## src/rtl/lb_pkg.sv

```systemverilog
package lb_pkg;
  typedef enum logic [1:0] {
    LB_NORMAL = 2'b00,
    LB_LOCAL  = 2'b10,
    LB_REMOTE = 2'b11
  } lb_mode_e;

  function automatic lb_mode_e lb_decode(input logic [1:0] code);
    case (code)
      2'b10:   return LB_LOCAL;
      2'b11:   return LB_REMOTE;
      default: return LB_NORMAL;
    endcase
  endfunction
endpackage

```

## src/rtl/lb_mode_ctl.sv

```systemverilog
module lb_mode_ctl
  import lb_pkg::*;
(
  input  logic       clk_i,
  input  logic       rst_ni,
  input  logic [1:0] req_i,
  input  logic       tx_busy_i,
  input  logic       rx_busy_i,
  output lb_mode_e   mode_o
);
  lb_mode_e mode_q;
  logic     at_boundary;

  assign at_boundary = !tx_busy_i && !rx_busy_i;

  always_ff @(posedge clk_i or negedge rst_ni) begin
    if (!rst_ni)          mode_q <= LB_NORMAL;
    else if (at_boundary) mode_q <= lb_decode(req_i);
  end

  assign mode_o = mode_q;

  p_hold_busy_r8: assert property (@(posedge clk_i) disable iff (!rst_ni)
    (tx_busy_i || rx_busy_i) |=> $stable(mode_q));
  p_legal_mode_r2: assert property (@(posedge clk_i) disable iff (!rst_ni)
    mode_q != 2'b01);
endmodule

```

## src/rtl/lb_sync.sv

```systemverilog
module lb_sync #(
  parameter int STAGES = 2
) (
  input  logic clk_i,
  input  logic rst_ni,
  input  logic d_i,
  output logic q_o
);
  logic [STAGES-1:0] st_q;

  for (genvar i = 0; i < STAGES; i++) begin : g_stage
    if (i == 0) begin : g_first
      always_ff @(posedge clk_i or negedge rst_ni) begin
        if (!rst_ni) st_q[0] <= 1'b1;
        else         st_q[0] <= d_i;
      end
    end else begin : g_rest
      always_ff @(posedge clk_i or negedge rst_ni) begin
        if (!rst_ni) st_q[i] <= 1'b1;
        else         st_q[i] <= st_q[i-1];
      end
    end
  end

  assign q_o = st_q[STAGES-1];

  p_first_stage_r9: assert property (@(posedge clk_i) disable iff (!rst_ni)
    1'b1 |=> st_q[0] == $past(d_i));
endmodule

```

## src/rtl/lb_echo.sv

```systemverilog
module lb_echo (
  input  logic clk_i,
  input  logic rst_ni,
  input  logic en_i,
  input  logic strobe_i,
  input  logic d_i,
  output logic q_o
);
  logic echo_q;

  always_ff @(posedge clk_i or negedge rst_ni) begin
    if (!rst_ni)       echo_q <= 1'b1;
    else if (!en_i)    echo_q <= 1'b1;
    else if (strobe_i) echo_q <= d_i;
  end

  assign q_o = echo_q;

  p_echo_hold_r5: assert property (@(posedge clk_i) disable iff (!rst_ni)
    (en_i && !strobe_i) |=> $stable(echo_q));
  p_echo_idle_r10: assert property (@(posedge clk_i) disable iff (!rst_ni)
    !en_i |=> echo_q);
endmodule

```

## src/rtl/loopback_router.sv

```systemverilog
module loopback_router
  import lb_pkg::*;
#(
  parameter int DATA_W      = 8,
  parameter int ERR_W       = 3,
  parameter int SYNC_STAGES = 2
) (
  input  logic              clk_i,
  input  logic              rst_ni,
  input  logic [1:0]        mode_req_i,
  input  logic              tx_busy_i,
  input  logic              rx_busy_i,
  input  logic              tx_ser_i,
  input  logic              tx_bclk_i,
  input  logic              rx_bclk_i,
  input  logic              rxd_i,
  input  logic              rx_valid_i,
  input  logic [DATA_W-1:0] rx_data_i,
  input  logic [ERR_W-1:0]  rx_err_i,
  output logic              txd_o,
  output logic              rx_ser_o,
  output logic              rx_bclk_o,
  output logic              tx_bclk_o,
  output logic              host_valid_o,
  output logic [DATA_W-1:0] host_data_o,
  output logic [ERR_W-1:0]  host_err_o,
  output logic [1:0]        active_mode_o
);
  lb_mode_e mode;
  logic     rxd_s;
  logic     echo;
  logic     is_local, is_remote;

  lb_mode_ctl u_mode (
    .clk_i, .rst_ni,
    .req_i     (mode_req_i),
    .tx_busy_i,
    .rx_busy_i,
    .mode_o    (mode)
  );

  lb_sync #(.STAGES(SYNC_STAGES)) u_sync (
    .clk_i, .rst_ni,
    .d_i (rxd_i),
    .q_o (rxd_s)
  );

  assign is_local  = (mode == LB_LOCAL);
  assign is_remote = (mode == LB_REMOTE);

  lb_echo u_echo (
    .clk_i, .rst_ni,
    .en_i     (is_remote),
    .strobe_i (rx_bclk_i),
    .d_i      (rxd_s),
    .q_o      (echo)
  );

  always_comb begin
    unique case (mode)
      LB_LOCAL:  txd_o = 1'b1;
      LB_REMOTE: txd_o = echo;
      default:   txd_o = tx_ser_i;
    endcase
  end

  assign rx_ser_o  = is_local  ? tx_ser_i  : rxd_s;
  assign rx_bclk_o = is_local  ? tx_bclk_i : rx_bclk_i;
  assign tx_bclk_o = is_remote ? rx_bclk_i : tx_bclk_i;

  // remote echo keeps received traffic and errors away from the host
  assign host_valid_o  = rx_valid_i && !is_remote;
  assign host_data_o   = is_remote ? '0 : rx_data_i;
  assign host_err_o    = is_remote ? '0 : rx_err_i;
  assign active_mode_o = mode;

  p_remote_quiet_r6: assert property (@(posedge clk_i) disable iff (!rst_ni)
    (active_mode_o == 2'b11) |-> (!host_valid_o && host_err_o == '0 && host_data_o == '0));
  p_local_mark_r4: assert property (@(posedge clk_i) disable iff (!rst_ni)
    (active_mode_o == 2'b10) |-> txd_o);
  p_local_clk_r3: assert property (@(posedge clk_i) disable iff (!rst_ni)
    (active_mode_o == 2'b10) |-> (rx_bclk_o == tx_bclk_i && rx_ser_o == tx_ser_i));
  p_remote_clk_r5: assert property (@(posedge clk_i) disable iff (!rst_ni)
    (active_mode_o == 2'b11) |-> (tx_bclk_o == rx_bclk_i));
  p_pass_r7: assert property (@(posedge clk_i) disable iff (!rst_ni)
    (active_mode_o != 2'b11) |-> (host_valid_o == rx_valid_i && host_err_o == rx_err_i));
endmodule

```

## config.mk

```make
export PLATFORM = sky130hd
export DESIGN_NAME = loopback_router
export DESIGN_NICKNAME = d
export VERILOG_FILES = /design/src/rtl/lb_pkg.sv /design/src/rtl/lb_mode_ctl.sv /design/src/rtl/lb_sync.sv /design/src/rtl/lb_echo.sv /design/src/rtl/loopback_router.sv
export SDC_FILE = /design/constraint.sdc
export NUM_CORES = 1
export LEC_CHECK = 0
export ABC_CLOCK_PERIOD_IN_PS = 2900
export BUFFER_PORTS_ARGS = -buffer_cell sky130_fd_sc_hd__clkbuf_2
export CAP_MARGIN = 20
export CORE_AREA = 2 2 39 41
export CTS_CLUSTER_SIZE = 24
export DETAILED_ROUTE_END_ITERATION = 8
export DIE_AREA = 0 0 41 43
export PLACE_DENSITY = 0.74
export SLEW_MARGIN = 20
export SYNTH_ARGS = -nofsm -noshare
export SYNTH_HDL_FRONTEND = slang
export SYNTH_SLANG_ARGS = --single-unit
export TNS_END_PERCENT = 1
```

## constraint.sdc

```tcl
create_clock -name clk_i -period 2.9 [get_ports clk_i]
set_input_delay 0.435 -clock clk_i [delete_from_list [all_inputs] [get_ports clk_i]]
set_output_delay 0.435 -clock clk_i [all_outputs]
set_load 0.02 [all_outputs]
```

==> results of run 1 <==
-- state kept, by name, indices dropped and copies added (netlist names) --
signal         count
u_echo.q_o         1
u_mode.mode_o      2
u_sync.q_o         1
u_sync.st_q        1
-- power groups by stage --
stage,Combinational [mW],Sequential (mW),Clock (mW)
floorplan,0.0635,0.0879,0
global placement,0.106,0.0837,0
detailed placement,0.107,0.0851,0
CTS,0.107,0.0844,0.0822
global route,0.116,0.0851,0.0854
finish,0.105,0.0842,0.0772
-- logic make-up (layout without fill, tap and decap cells) --
kind of cell | Yosys count | count (layout) | synth area share (%)
DFF | 5 | 5 | 38.87
muxes | 5 | 5 | 17.73
and+or+nand+nor | 17 | 17 | 33.58
AOI/OAI and AO/OA | 3 | 3 | 6.415
buffers and inverters | 1 | 43 | 3.396
-- per-stage QoR --
step | setup slack, ps | utilization [%] | power [mW] | instances | hold WS [ps]
finish | 1093 | 40.60 | 0.2665 | 89 | 8.570
global route | 1012 | 40.60 | 0.2863 | 89 | 11.88
CTS | 1068 | 40.60 | 0.2736 | 89 | 6.138
detailed placement | 1330 | 38.70 | 0.1916 | 85 | 258.6
global placement | 1386 | 38.70 | 0.1896 | 85 | 252.2
floorplan | 1370 | - | 0.1513 | 31 | 139.4
-- synth_stat cells (2+ instances only) --
master	count
dfrtp_1	2
mux2_2	3
and2_2	3
dfstp_2	3
and2_1	9
-- worst max path at each step --
stage	startpoint	end	slack, ps	cells after the start
after floorplan	u_mode.mode_o[1]	rx_bclk_o	1370	2
after global placement	u_mode.mode_o[0]	tx_bclk_o	1390	3
after detailed placement	u_mode.mode_o[0]	tx_bclk_o	1330	3
after CTS	u_mode.mode_o[0]	tx_bclk_o	1070	3
after global routing	u_mode.mode_o[0]	tx_bclk_o	1010	3
final	u_mode.mode_o[0]	tx_bclk_o	1090	3
-- layout make-up --
cell class                      count  area, um2
Multi-Input combinational cell     25      191.4
Clock buffer                        4      26.28
Fill cell                         143      822.0
Sequential cell                     5      128.9
Timing Repair Buffer               39      195.2
Tap cell                           16      20.02
-- per-layer routing --
| metal | vias to the layer above | share of wire [%] | GRT usage (%) |
|---|---|---|---|
| met5 | - | 0 | 0 |
| met4 | 0 | 0 | 8.000 |
| met3 | 0 | 15 | 1.571 |
| met2 | 34 | 48 | 19.38 |
| met1 | 164 | 37 | 9.508 |
| li1 | 186 | - | - |
==> out/metrics.yaml, run 1 <==
core_mm2: 0.001384
final_common_cell: "clkbuf_2"
maxCapViolCount: 0
required_ps: 2470
synth_top_area_cell: "dfstp_2"
critPathSlowestCell: "dfrtp_1"
cts_hold_buf: 0
grt_pass1_wl_um: 1248
pwr-share-comb_pct: 39.4
worst-setup-path-type: "reg2out"
reg2reg_to: "u_mode.mode_o[1]"
power_density_mw_per_mm2: 474.3
synth_nets: 53
mostFrequentLayoutCells: "clkbuf_2, and2_1"
grt_start_max_net_pins: 15
drtPass1Iterations: 4
p_sw_mw: 0.08996
syn_area_um2: 331.6
cts_tree: "built"
seq_power_share_pct: 31.6
die_w_um: 41
final_layout_size_suffix_gt1_share_pct: 73.97
setup_viol: 0
min_period_over_period_pct: 62.30
antennaDiodeCount: 0
die-area_mm2: 0.001763
wl_per_cell_um: 9.708
clkTransAtPathRegs_ps: 40
ys_ff_latch: 5
reg2reg_from: "u_mode.mode_o[1]"
ys_top_cells_by_area: "dfstp_2, and2_1, dfrtp_1"
async_reset_ff_share_pct: 100.0
nNetsFinal: 96
clock.fmax_ghz: 0.5535
fin_area_um2: 561.8
slew_violations: 0
endpoint_kind: "output port"
crit_chain: "nand2_2 -> mux2_4 -> clkbuf_2"
port_buffers: 39
viasPerCell: 4.315
critPathBufInv: 1
p_clk_share_pct: 29.0
gr-total-overflow: 0
rsz0062_at_grt: "no"
p_int_mw: 0.1765
num_rows: 14
yosysSeqAreaShare_pct: 38.87
cts_max_path_buffers: 2
path_max_fanout: 14
cts_made_buffers: 3
synth_top_area_share_pct: 23.77
cts_root_buffer: "clkbuf_4"
gp_congestion: 0.6627
area_growth_pct: 69.43
p_leak_nw: 0.3094
ff2ff_path_depth: 1
synth_ff_type: "dfstp_2"
crit_family: "flip-flops"
yosys_warnings: 0
cts_resized: 0
hold_class: "in2async"
worstMarginPinSlew_ps: 236.3
vdd_drop_max_uv: 176.3
avgSynthCellArea_um2: 10.70
drc: 0
rrSetupSlack_ps: 2070
fin_skew_ps: 1.488
grt_usage_pct: 10.71
dpl_cell_area_um2: 535.5
ant_nets: 0
cts_setup_buffers: 0
clkSinkCount: 5
vias: 384
hold_viol_final: 0
synth_cell_types: 16
synthCells: 31
synth_enable_flop_cells: 0
status: "finished, final reports clean"
grt_pass1_vias: 356
arrival_ps: 1370
swShare_pct: 33.76
cts_htree_levels: 1
io_pins: 40
first_iter_violations: 2
routed_wl_um: 864
die_h_um: 43
dp_hpwl_um: 763.2
startpoint_type: "flop"
antenna_found_initial: 0
insertion_delay_ps: 230
period_minus_slack_ps: 1807
setup-tns-final_ps: 0
initial_utilization_pct: 23.96
slew_headroom_pct: 84.25
slowest_delay_ps: 450
Note: power is estimated with default switching activity, not from simulation.
==> inputs of run 2 (changes only) <==
--- a/config.mk
+++ b/config.mk
@@ -5,7 +5,7 @@
 export SDC_FILE = /design/constraint.sdc
 export NUM_CORES = 1
 export LEC_CHECK = 0
-export ABC_CLOCK_PERIOD_IN_PS = 2900
+export ABC_CLOCK_PERIOD_IN_PS = 1790
 export BUFFER_PORTS_ARGS = -buffer_cell sky130_fd_sc_hd__clkbuf_2
 export CAP_MARGIN = 20
 export CORE_AREA = 2 2 39 41
==> constraint.sdc (replaced) <==
create_clock -name clk_i -period 1.79 [get_ports clk_i]
set_input_delay 0.2685 -clock clk_i [delete_from_list [all_inputs] [get_ports clk_i]]
set_output_delay 0.2685 -clock clk_i [all_outputs]
set_load 0.02 [all_outputs]
==> run 2 against run 1 <==
Effect of this change:
- first-iteration DRC count did not move
- non-clock buffer count is 1 higher
- critical path type unchanged
- cell area is 1.8% higher
- via count grew 1.8%
- register-to-register slack got worse by 1100 ps
- core utilization grew 0.72 points
- flip-flop and latch count unchanged
- critical endpoint unchanged
- highest routed layer unchanged
- combinational power increased by 64%
==> out/metrics.yaml, run 2 (synthesis gave the netlist of run 1 again) <==
viasPerCell: 4.344
wl_per_cell_um: 9.600
path_max_fanout: 14
ant_nets: 0
hold_class: "in2reg"
crit_start: "u_mode.mode_o[0]"
slew_headroom_pct: 84.26
wl_met1_um: 318
cts_max_path_buffers: 2
grt_usage_pct: 10.71
grt_start_max_net_pins: 15
crit_family: "flip-flops"
cts_setup_buffers: 0
endpoint: "tx_bclk_o"
worstMarginPinSlew_ps: 236.2
clkTransAtPathRegs_ps: 40
io_pins: 40
final_layout_size_suffix_gt1_share_pct: 72.97
vias: 391
final_common_cell: "clkbuf_2"
core_mm2: 0.001384
ff2ff_path_depth: 1
worst-setup-path-type: "reg2out"
whs_ps: 115.1
startpoint_type: "flop"
initial_utilization_pct: 23.96
seq_power_share_pct: 31.5
cts_htree_levels: 1
setup-tns-final_ps: 0
power_density_mw_per_mm2: 757.7
gr-total-overflow: 0
reg2reg_to: "u_mode.mode_o[1]"
pwr-share-comb_pct: 39.7
die_w_um: 41
grt_pass1_wl_um: 1248
antenna_found_initial: 0
area_growth_pct: 72.45
fin_skew_ps: 1.515
num_rows: 14
die-area_mm2: 0.001763
mostFrequentLayoutCells: "clkbuf_2, and2_1"
gp_congestion: 0.6625
period_minus_slack_ps: 1640
p_leak_nw: 0.3136
arrival_ps: 1370
die_h_um: 43
drtPass1Iterations: 4
cts_made_buffers: 3
first_iter_violations: 2
antennaDiodeCount: 0
crit_chain: "nand2_2 -> mux2_4 -> clkbuf_2"
hold_viol_final: 0
drc: 0
cts_root_buffer: "clkbuf_4"
critPathSlowestCell: "dfrtp_1"
worstSetupPathDepth: 3
critPathBufInv: 1
power.total_mw: 0.4333
swShare_pct: 33.67
rsz0062_at_grt: "no"
reg2reg_from: "u_mode.mode_o[1]"
dp_hpwl_um: 763.2
nNetsFinal: 97
cts_tree: "built"
p_int_mw: 0.2874
slew_violations: 0
route.met3.wl_um: 125
maxCapViolCount: 0
p_sw_mw: 0.1459
slowest_delay_ps: 450
dr_wl_met2_um: 420
rrSetupSlack_ps: 960
vdd_drop_max_uv: 298.9
setup_viol: 0
routed_wl_um: 864
clock.fmax_ghz: 0.6098
required_ps: 1520
port_buffers: 39
fin_util_pct: 41.32
min_period_over_period_pct: 91.61
insertion_delay_ps: 230
clkSinkCount: 5
p_clk_share_pct: 28.9
grt_pass1_vias: 356
topRoutingLayerUsed: "met3"
status: "finished, final reports clean"
largest_reg_flops: 2
endpoint_kind: "output port"
run 2: repair_timing:
action                    4_1_cts  5_1_grt
hold buffers                    1        0
hold endpoints to repair        2        0
gates resized for setup         0        0
run 2: final cells by class:
type / count / area, um2
Clock buffer: 4 / 26.28
Fill cell: 140 / 812.0
Multi-Input combinational cell: 25 / 191.4
Sequential cell: 5 / 128.9
Tap cell: 16 / 20.02
Timing Repair Buffer: 40 / 205.2
run 2: how the worst min path moves through the flow:
stage	cells past startpoint	to	start	slack (ps)
3_3_place_gp	1	u_mode.mode_o[0]	rst_ni	90
2_1_floorplan	0	u_mode.mode_o[0]	rst_ni	-30
3_5_place_dp	1	u_mode.mode_o[1]	rst_ni	90
6_report	1	u_sync.st_q[0]	rxd_i	120
4_1_cts	1	u_sync.st_q[0]	rxd_i	100
5_1_grt	1	u_sync.st_q[0]	rxd_i	100
run 2: power groups by stage:
stage | logic [mW] | clock network, mW | registers (mW)
6_report | 0.172 | 0.125 | 0.136
5_1_grt | 0.189 | 0.138 | 0.138
4_1_cts | 0.175 | 0.133 | 0.137
3_5_place_dp | 0.173 | 0 | 0.138
3_3_place_gp | 0.172 | 0 | 0.136
2_1_floorplan | 0.103 | 0 | 0.142
run 2: per-stage QoR:
stage | setup WS (ps) | area (um2) | instances
after floorplan | 426.8 | 331.6 | 31
after global placement | 442.1 | 535.5 | 85
after detailed placement | 386.6 | 535.5 | 85
after CTS | 124.7 | 571.8 | 90
after global routing | 68.49 | 571.8 | 90
final | 150.1 | 571.8 | 90
run 2: per-layer routing:
| layer | vias to the layer above | global-route usage [%] |
|---|---|---|
| met5 | - | 0 |
| met4 | 0 | 8.000 |
| met3 | 0 | 1.571 |
| met2 | 34 | 19.38 |
| met1 | 169 | 9.508 |
| li1 | 188 | - |
==> inputs of run 3 (changes only) <==
--- a/config.mk
+++ b/config.mk
@@ -13,7 +13,6 @@
 export DETAILED_ROUTE_END_ITERATION = 8
 export DIE_AREA = 0 0 41 43
 export PLACE_DENSITY = 0.74
-export SLEW_MARGIN = 20
 export SYNTH_ARGS = -nofsm -noshare
 export SYNTH_HDL_FRONTEND = slang
 export SYNTH_SLANG_ARGS = --single-unit
==> constraint.sdc (replaced) <==
create_clock -name clk_i -period 1.79 [get_ports clk_i]
set_input_delay 0.2685 -clock clk_i [delete_from_list [all_inputs] [get_ports clk_i]]
set_output_delay 0.2685 -clock clk_i [all_outputs]
set_load 0.005 [all_outputs]
==> run 3 against run 2 <==
Effect of this change:
- count of clock-buffer cells in the layout stayed put
- routed wire length is 7.8% lower
- largest power group is now registers
- critical path depth stayed put
- largest cell class unchanged
- worst setup slack better by 58 ps
- cell area stayed put
- sequential share of layout area stayed put
- clock skew is 1.2 ps lower
- critical path type unchanged
- core utilization stayed put
==> out/metrics.yaml, run 3 (synthesis gave the netlist of run 1 again) <==
routed_wl_um: 797
grt_pass1_vias: 344
required_ps: 1520
crit_chain: "nor2b_4 -> mux2_2 -> clkbuf_2"
initial_utilization_pct: 23.96
cts_tree: "built"
io_pins: 40
period_minus_slack_ps: 1582
status: "finished, final reports clean"
min_period_over_period_pct: 88.39
path_max_fanout: 6
viasPerCell: 4.178
topRoutingLayerUsed: "met3"
port_buffers: 39
setup_viol: 0
largest_reg_flops: 2
crit_family: "flip-flops"
drtPass1Iterations: 2
clock.fmax_ghz: 0.6320
hold_class: "in2reg"
nNetsFinal: 97
antennaDiodeCount: 0
worst-setup-path-type: "reg2out"
grt_pass1_wl_um: 1207
fin_util_pct: 41.32
antenna_found_initial: 0
cts_max_path_buffers: 2
insertion_delay_ps: 240
critPathBufInv: 1
grt_usage_pct: 10.10
cts_root_buffer: "clkbuf_4"
drc: 0
slowest_delay_ps: 430
die_w_um: 41
critPathSlowestCell: "dfrtp_1"
slew_headroom_pct: 85.78
cts_htree_levels: 1
arrival_ps: 1310
wl_met1_um: 288
clkSinkCount: 5
p_leak_nw: 0.3136
area_growth_pct: 72.45
rsz0062_at_grt: "no"
cts_made_buffers: 3
die_h_um: 43
gp_congestion: 0.6290
whs_ps: 113.9
fin_skew_ps: 0.3257
vdd_drop_max_uv: 264.4
vias: 376
maxCapViolCount: 0
hold_viol_final: 0
num_rows: 14
wl_per_cell_um: 8.856
die-area_mm2: 0.001763
gr-total-overflow: 0
final_common_cell: "clkbuf_2"
first_iter_violations: 2
worstMarginPinSlew_ps: 213.3
core_mm2: 0.001384
power_density_mw_per_mm2: 678.4
ant_nets: 0
route.met3.wl_um: 148
clkTransAtPathRegs_ps: 40
endpoint_kind: "output port"
setup-tns-final_ps: 0
dr_wl_met2_um: 359
startpoint_type: "flop"
final_layout_size_suffix_gt1_share_pct: 72.97
slew_violations: 0
mostFrequentLayoutCells: "clkbuf_2, and2_1"
grt_start_max_net_pins: 15
## run 3: through the flow
stage                     instance area (um2)  total power [mW]  worst slack, ps  std cells
after detailed placement                535.5            0.2623            455.9         85
after CTS                               571.8            0.3995            186.4         90
after floorplan                         331.6            0.1977            602.7         31
after global routing                    571.8            0.4177            128.3         90
final                                   571.8            0.3879            207.8         90
after global placement                  535.5            0.2603            487.7         85
## run 3: timing repair
| action | in CTS | in global routing |
|---|---|---|
| resized for setup | 0 | 0 |
| endpoints found under the setup margin | 0 | 0 |
| hold buffers | 1 | 0 |
| endpoints found under the hold margin | 2 | 0 |
| setup buffers | 0 | 0 |
## run 3: final cells by class
| class | count | area (um2) |
|---|---|---|
| repair buffers | 40 | 205.2 |
| well taps | 16 | 20.02 |
| multi-input cells | 25 | 191.4 |
| flip-flops and latches | 5 | 128.9 |
| fillers | 152 | 812.0 |
| clock buffers | 4 | 26.28 |
## run 3: final timing paths
path | from | end | slack, ps | cells after the start
setup / recovery | u_mode.mode_o[1] | rx_bclk_o | 210 | 3
hold / removal | rxd_i | u_sync.st_q[0] | 110 | 1
setup reg to reg | u_mode.mode_o[1] | u_mode.mode_o[1] | 960 | 1
hold reg to reg | u_sync.st_q[0] | u_sync.q_o | 350 | 0
max in group asynchronous | rst_ni | u_sync.q_o | 1200 | 2
min in group asynchronous | rst_ni | u_mode.mode_o[1] | 370 | 2
## run 3: report_power, final
group,internal [mW],switching (mW)
Sequential,0.124,0.0111
Clock,0.0841,0.0439
Combinational,0.0783,0.0460
## run 3: layer usage
layer	vias to the layer above	track usage, %
li1	189	-
met1	155	10.16
met2	32	16.88
met3	0	1.571
met4	0	8.000
met5	-	0
